$ cat config.mk
export PLATFORM = sky130hd
export DESIGN_NAME = pbe_encoder
export DESIGN_NICKNAME = d
export VERILOG_FILES = /design/src/rtl/pbe_pkg.sv /design/src/rtl/pbe_expand.sv /design/src/rtl/pbe_track.sv /design/src/rtl/pbe_shift.sv /design/src/rtl/pbe_encoder.sv
export SDC_FILE = /design/constraint.sdc
export NUM_CORES = 1
export LEC_CHECK = 0
export BUFFER_PORTS_ARGS = -buffer_cell sky130_fd_sc_hd__clkbuf_2
export CAP_MARGIN = 20
export CELL_PAD_IN_SITES_DETAIL_PLACEMENT = 1
export CELL_PAD_IN_SITES_GLOBAL_PLACEMENT = 1
export CORE_UTILIZATION = 41
export DETAILED_ROUTE_END_ITERATION = 12
export GPL_TIMING_DRIVEN = 0
export HOLD_SLACK_MARGIN = 0.08
export PLACE_DENSITY = 0.77
export SYNTH_ARGS = -nofsm -noshare
export SYNTH_HDL_FRONTEND = slang
export SYNTH_SLANG_ARGS = --single-unit
$ cat constraint.sdc
create_clock -name clk -period 4.9 [get_ports clk]
set_input_delay 0.245 -clock clk [delete_from_list [all_inputs] [get_ports clk]]
set_output_delay 0.245 -clock clk [all_outputs]
set_load 0.005 [all_outputs]
$ cat src/rtl/pbe_pkg.sv
package pbe_pkg;
   localparam logic [7:0] CODE_SOP = 8'h7A;
   localparam logic [7:0] CODE_EOP = 8'h7B;
   localparam logic [7:0] CODE_CHN = 8'h7C;
   localparam logic [7:0] CODE_ESC = 8'h7D;
   localparam logic [7:0] ESC_FLIP = 8'h20;
   // start + channel code + escape + channel + end + escape + data
   localparam int unsigned SEQ_MAX = 7;
   localparam int unsigned LEN_W   = $clog2(SEQ_MAX + 1);

   function automatic logic is_special(input logic [7:0] b);
      return (b == CODE_SOP) || (b == CODE_EOP) || (b == CODE_CHN) || (b == CODE_ESC);
   endfunction
endpackage

$ cat src/rtl/pbe_expand.sv
module pbe_expand
   import pbe_pkg::*;
#(
   parameter int unsigned CHAN_W = 8
)(
   input  logic                          sop,
   input  logic                          eop,
   input  logic [CHAN_W-1:0]             chan,
   input  logic [CHAN_W-1:0]             prev_chan,
   input  logic [7:0]                    data,
   output logic [SEQ_MAX-1:0][7:0]       seq,
   output logic [LEN_W-1:0]              seq_len
);
   logic [7:0] chan_byte;
   int unsigned n;

   always_comb begin
      chan_byte = '0;
      chan_byte[CHAN_W-1:0] = chan;
      seq = '0;
      n = 0;
      if (sop) begin
         seq[n] = CODE_SOP;
         n = n + 1;
      end
      if (chan != prev_chan) begin
         seq[n] = CODE_CHN;
         n = n + 1;
         if (is_special(chan_byte)) begin
            seq[n] = CODE_ESC;
            n = n + 1;
            seq[n] = chan_byte ^ ESC_FLIP;
         end else begin
            seq[n] = chan_byte;
         end
         n = n + 1;
      end
      if (eop) begin
         seq[n] = CODE_EOP;
         n = n + 1;
      end
      if (is_special(data)) begin
         seq[n] = CODE_ESC;
         n = n + 1;
         seq[n] = data ^ ESC_FLIP;
      end else begin
         seq[n] = data;
      end
      n = n + 1;
      seq_len = LEN_W'(n);
   end
endmodule

$ cat src/rtl/pbe_track.sv
module pbe_track #(
   parameter int unsigned CHAN_W = 8
)(
   input  logic              clk,
   input  logic              rst_n,
   input  logic              accept,
   input  logic [CHAN_W-1:0] chan,
   output logic [CHAN_W-1:0] last_chan
);
   always_ff @(posedge clk) begin
      if (!rst_n)      last_chan <= '0;
      else if (accept) last_chan <= chan;
   end
endmodule

$ cat src/rtl/pbe_shift.sv
module pbe_shift
   import pbe_pkg::*;
#(
   parameter int unsigned SLOTS = SEQ_MAX
)(
   input  logic                    clk,
   input  logic                    rst_n,
   input  logic                    load,
   input  logic [SLOTS-1:0][7:0]   seq,
   input  logic [LEN_W-1:0]        seq_len,
   input  logic                    take,
   output logic                    busy,
   output logic [7:0]              head
);
   logic [SLOTS-1:0][7:0] slot_q;
   logic [LEN_W-1:0]      rem_q;

   for (genvar i = 0; i < SLOTS; i++) begin : g_slot
      logic [7:0] next_byte;
      if (i == SLOTS - 1) begin : g_tail
         assign next_byte = '0;
      end else begin : g_body
         assign next_byte = slot_q[i+1];
      end
      always_ff @(posedge clk) begin
         if (!rst_n)    slot_q[i] <= '0;
         else if (load) slot_q[i] <= seq[i];
         else if (take) slot_q[i] <= next_byte;
      end
   end

   always_ff @(posedge clk) begin
      if (!rst_n)    rem_q <= '0;
      else if (load) rem_q <= seq_len;
      else if (take) rem_q <= rem_q - 1'b1;
   end

   assign busy = (rem_q != '0);
   assign head = slot_q[0];
endmodule

$ cat src/rtl/pbe_encoder.sv
module pbe_encoder
   import pbe_pkg::*;
#(
   parameter int unsigned DATA_W = 8,
   parameter int unsigned CHAN_W = 8
)(
   input  logic              clk,
   input  logic              rst_n,
   input  logic              in_valid,
   output logic              in_ready,
   input  logic              in_sop,
   input  logic              in_eop,
   input  logic [CHAN_W-1:0] in_chan,
   input  logic [DATA_W-1:0] in_data,
   output logic              out_valid,
   input  logic              out_ready,
   output logic [DATA_W-1:0] out_data
);
   if (DATA_W != 8) begin : g_bad_data
      $error("pbe_encoder: DATA_W must be 8");
   end
   if (CHAN_W < 1 || CHAN_W > 8) begin : g_bad_chan
      $error("pbe_encoder: CHAN_W must be 1..8");
   end

   logic                   busy;
   logic                   accept;
   logic                   take;
   logic [CHAN_W-1:0]      last_chan;
   logic [SEQ_MAX-1:0][7:0] seq;
   logic [LEN_W-1:0]       seq_len;
   logic [7:0]             head;

   assign in_ready  = !busy;
   assign accept    = in_valid && in_ready;
   assign out_valid = busy;
   assign take      = out_valid && out_ready;
   assign out_data  = DATA_W'(head);

   pbe_track #(.CHAN_W(CHAN_W)) u_track (
      .clk       (clk),
      .rst_n     (rst_n),
      .accept    (accept),
      .chan      (in_chan),
      .last_chan (last_chan)
   );

   pbe_expand #(.CHAN_W(CHAN_W)) u_expand (
      .sop       (in_sop),
      .eop       (in_eop),
      .chan      (in_chan),
      .prev_chan (last_chan),
      .data      (8'(in_data)),
      .seq       (seq),
      .seq_len   (seq_len)
   );

   pbe_shift #(.SLOTS(SEQ_MAX)) u_shift (
      .clk     (clk),
      .rst_n   (rst_n),
      .load    (accept),
      .seq     (seq),
      .seq_len (seq_len),
      .take    (take),
      .busy    (busy),
      .head    (head)
   );
endmodule

==> run_results.csv <==
group,metric,value,unit
run,drv_cap,0,
critical_path,slowest_delay,0.53,ns
sta,slew_viol_final,0,
synthesis,syn_inst,627,
critical_path,r2r_slack,0.28,ns
synthesis,synth-seq-area-share,28.9,%
synthesis,synth_edf_count,0,
sta,finalCritPeriodShare,94.3,%
grt,grtUsageTotal,35.1,%
power_and_ir_drop,ir_drop,0.252,mV
critical_path,worstSetupPathType,"reg -> reg",
power_and_ir_drop,p_sw_share,44.4,%
cts,h-tree-depth,3,
die,fp.dieH,108,um
power_and_ir_drop,internal_power,1.44,mW
synthesis,synth_area,4650,um^2
critical_path,required,5.09,ns
die,top_level_ports,32,
sta,hold_violations,0,
critical_path,critical_path.slowest_cell,"or4_1",
grt,gr-total-overflow,0,
cells_and_area,num_antenna_cells,0,
die,core_area,10900,um^2
power_and_ir_drop,seqPwrFrac,30.5,%
die,die_w,108,um
grt,grt_pass1_wl,30500,um
synthesis,syn_avg_cell_area,7.41,um^2
synthesis,synth-seq-cells,67,
critical_path,startpoint_type,"flop",
sta,worst_pin_slew,0.953,ns
die,initial_core_util,42.5,%
cells_and_area,nets,694,
synthesis,ys.flop_type,"dfxtp_1",
critical_path,crit_family,"compound AO/OA/AOI/OAI gates",
synthesis,yosys.cell_types.count,74,
power_and_ir_drop,pwr-share-clk,25.3,%
synthesis,synth_top_family_by_area,"compound AO/OA/AOI/OAI gates",
cells_and_area,layout-drive-gt1-share,12.2,%
critical_path,end_kind,"flop",
sta,clock_skew,0.00692,ns
synthesis,synth_fa_ha_area_share,1.89,%
sta,setup_viol,0,
power_and_ir_drop,p_per_area,486,nW/um^2
cts,cts_tree,"built",
cts,cts_buffer_depth,2,
worst_hold_path,worstHoldPathType,"in -> reg",
grt,antenna_found_initial,0,
die,dieArea,11800,um^2
critical_path,cp_num_buf_inv,4,
routing,drt_iter0_markers,623,
grt,grt_max_degree,13,
power_and_ir_drop,power_frac_comb,44.1,%
synthesis,synthMuxAreaShare,2.24,%
cells_and_area,area_growth,14.8,%
sta,rsz0062_at_grt,"false",
placed_design,port_buffers,26,
synthesis,yosys.area_share.simple,24.6,%
synthesis,synth_warnings,0,
sta,max_freq,0.216,GHz
synthesis,synth_compound_area_share,32.2,%
sta,layout_min_cycle_time,4.62,ns
routing,drt-total-wl,20100,um
cts,cts.sinks,67,
routing,drt-vias-per-instance,6.85,
cts,numCtsBuffers,9,
routing,via_count,5548,
cts,clockRootBuffer,"clkbuf_16",
synthesis,synth_xor_area_share,4.90,%
sta,hold_slack,0.204,ns
critical_path,critPathArrivalTime,4.81,ns
routing,wl_per_cell,24.8,um
synthesis,async_flop_share,0,%
cts,clkLatencyLatePin,0.34,ns
grt,grt_pass1_vias,5404,
routing,dr.pass1.iters,9,
placed_design,gp_congestion,0.954,
sta,slew-limit-headroom,35.9,%
routing,drc,0,
critical_path,crit_path_max_fanout,10,
cts,clk_pin_slew,0.06,ns
cts,cts_hold_buf,0,
sta,tns,0,ns
status,status,"complete, no violations",
synthesis,synth_fp_nets,656,
die,rows,38,
critical_path,worstPathCellList,"xor2_1 > or4_1 > buf_2 > nor2_1 > buf_4 > nor2_1 > ha_2 > nand2_2 > o31a_1 > inv_1 > ha_4 > clkbuf_4 > a21oi_1 > nor2_1 > a311oi_2 > nor2b_1 > o21a_1 > a2111oi_1 > a311oi_1",
placed_design,dp_hpwl,14600,um
power_and_ir_drop,p_leak,1.97,nW
routing,antenna_left,0,
critical_path,cp_common_cell,"nor2_1",
power_and_ir_drop,p_switching,1.15,mW
-- final timing paths --
path / end / depth (start not counted) / start
setup reg to reg: u_shift.g_slot[3].next_byte[6]$_SDFFE_PN0P_ / 19 / u_track.last_chan[3]$_SDFFE_PN0P_
hold reg to reg: u_shift.g_slot[5].next_byte[4]$_SDFFE_PN0P_ / 2 / u_shift.g_slot[5].next_byte[4]$_SDFFE_PN0P_
setup / recovery: u_shift.g_slot[3].next_byte[6]$_SDFFE_PN0P_ / 19 / u_track.last_chan[3]$_SDFFE_PN0P_
hold / removal: u_track.last_chan[4]$_SDFFE_PN0P_ / 3 / in_chan[4]
-- through the flow --
stage	total power [mW]	setup WS [ns]	instances	utilization, %	cell area, um^2
2_1_floorplan	1.47	0.281	627	-	4650
3_3_place_gp	1.84	-1.19	793	45.3	4950
3_5_place_dp	1.87	-1.35	793	45.3	4950
4_1_cts	2.54	0.0606	809	48.4	5290
5_1_grt	2.71	0.0392	810	48.8	5330
6_report	2.59	0.280	810	48.8	5330
-- metal layers --
metal  share of wire [%]  track usage [%]  vias up
met3                  10             6.99       86
met5                   0                0        -
met4                 5.2             18.7        0
met2                  46             54.6      351
met1                  39             45.4     2710
li1                    -                -     2401
-- layout by cell type, fill, tap and decap left out, drive strengths merged, types with 3 or more instances in the layout --
cell,Yosys,routed
nor2b,4,4
o22ai,12,12
nor4,12,12
and2,6,6
a21o,5,5
nand2,94,94
o211ai,7,7
nand3,23,23
xor2,11,11
and3,10,10
ha,7,7
a22oi,20,20
a2bb2oi,5,5
or4,4,4
clkbuf,42,76
mux2i,7,7
buf,6,9
nand2b,8,8
a311oi,4,4
mux2,3,3
a21oi,65,65
xnor2,9,9
o311a,3,3
or2,5,5
nor3,16,16
nor2,39,39
o21ai,42,42
a32oi,3,3
o21bai,3,3
a221oi,6,6
dfxtp,67,67
o221ai,9,9
a31oi,5,5
or3,6,6
o22a,3,3
inv,13,14
clkinv,2,5
o31ai,5,5
a211oi,6,6
-- logic make-up after synthesis --
logic type / after synthesis
buf+inv: 63
fa+ha+maj: 7
simple gates: 235
xor+xnor: 22
compound gates: 223
flops: 67
mux: 10
-- Yosys cell counts (4+ instances only) --
master | n | area (um^2)
a211oi_1 | 5 | 37.5
a21o_1 | 5 | 37.5
a21oi_1 | 62 | 310
a221oi_1 | 5 | 43.8
a22oi_1 | 20 | 150
a2bb2oi_1 | 5 | 43.8
a311oi_1 | 4 | 35.0
a31oi_1 | 5 | 31.3
and2_1 | 5 | 31.3
and3_1 | 10 | 62.6
clkbuf_1 | 41 | 154
dfxtp_1 | 67 | 1340
ha_1 | 7 | 87.6
inv_1 | 13 | 48.8
mux2i_1 | 7 | 70.1
nand2_1 | 94 | 353
nand2b_1 | 8 | 50.1
nand3_1 | 23 | 115
nor2_1 | 39 | 146
nor2b_1 | 4 | 25.0
nor3_1 | 13 | 65.1
nor4_1 | 11 | 68.8
o211ai_1 | 6 | 45.0
o21ai_0 | 38 | 190
o21ai_1 | 4 | 20.0
o221ai_1 | 9 | 78.8
o22ai_1 | 12 | 75.1
o31ai_1 | 5 | 37.5
or2_2 | 5 | 31.3
or3_1 | 6 | 37.5
or4_1 | 4 | 30.0
xnor2_1 | 8 | 70.1
xor2_1 | 11 | 96.3
-- registers in the layout, summed over array words and instances, names as in the netlist --
name / flops
u_shift.g_slot.next_byte: 48
u_shift.head: 8
u_track.last_chan: 8
u_shift.rem_q: 3
-- what timing repair did --
| action | CTS | global route |
|---|---|---|
| gates resized for setup | 9 | 10 |
| setup buffers | 2 | 0 |
| pin swaps | 2 | 0 |
| endpoints found under the setup margin | 55 | 41 |
-- power groups by stage --
stage	combinational (mW)	clock [mW]	sequential [mW]
6_report	1.14	0.657	0.792
2_1_floorplan	0.704	0	0.765
4_1_cts	1.10	0.654	0.785
5_1_grt	1.22	0.686	0.801
3_5_place_dp	1.08	0	0.793
3_3_place_gp	1.05	0	0.787
-- area by class of cell --
class | count | area (um^2)
Buffer | 46 | 185
Clock buffer | 10 | 229
Clock inverter | 6 | 65.1
Fill cell | 1424 | 5600
Inverter | 15 | 56.3
Multi-Input combinational cell | 497 | 3130
Sequential cell | 67 | 1340
Tap cell | 140 | 175
Timing Repair Buffer | 29 | 150
-- tightest hold or removal path: cells and delay by family --
family	cells	cell delay, ns
AOI/OAI and AO/OA	1	0.05
buffers and inverters	1	0.13
and+or+nand+nor	1	0.07
Power figures use the tool's default switching activity.
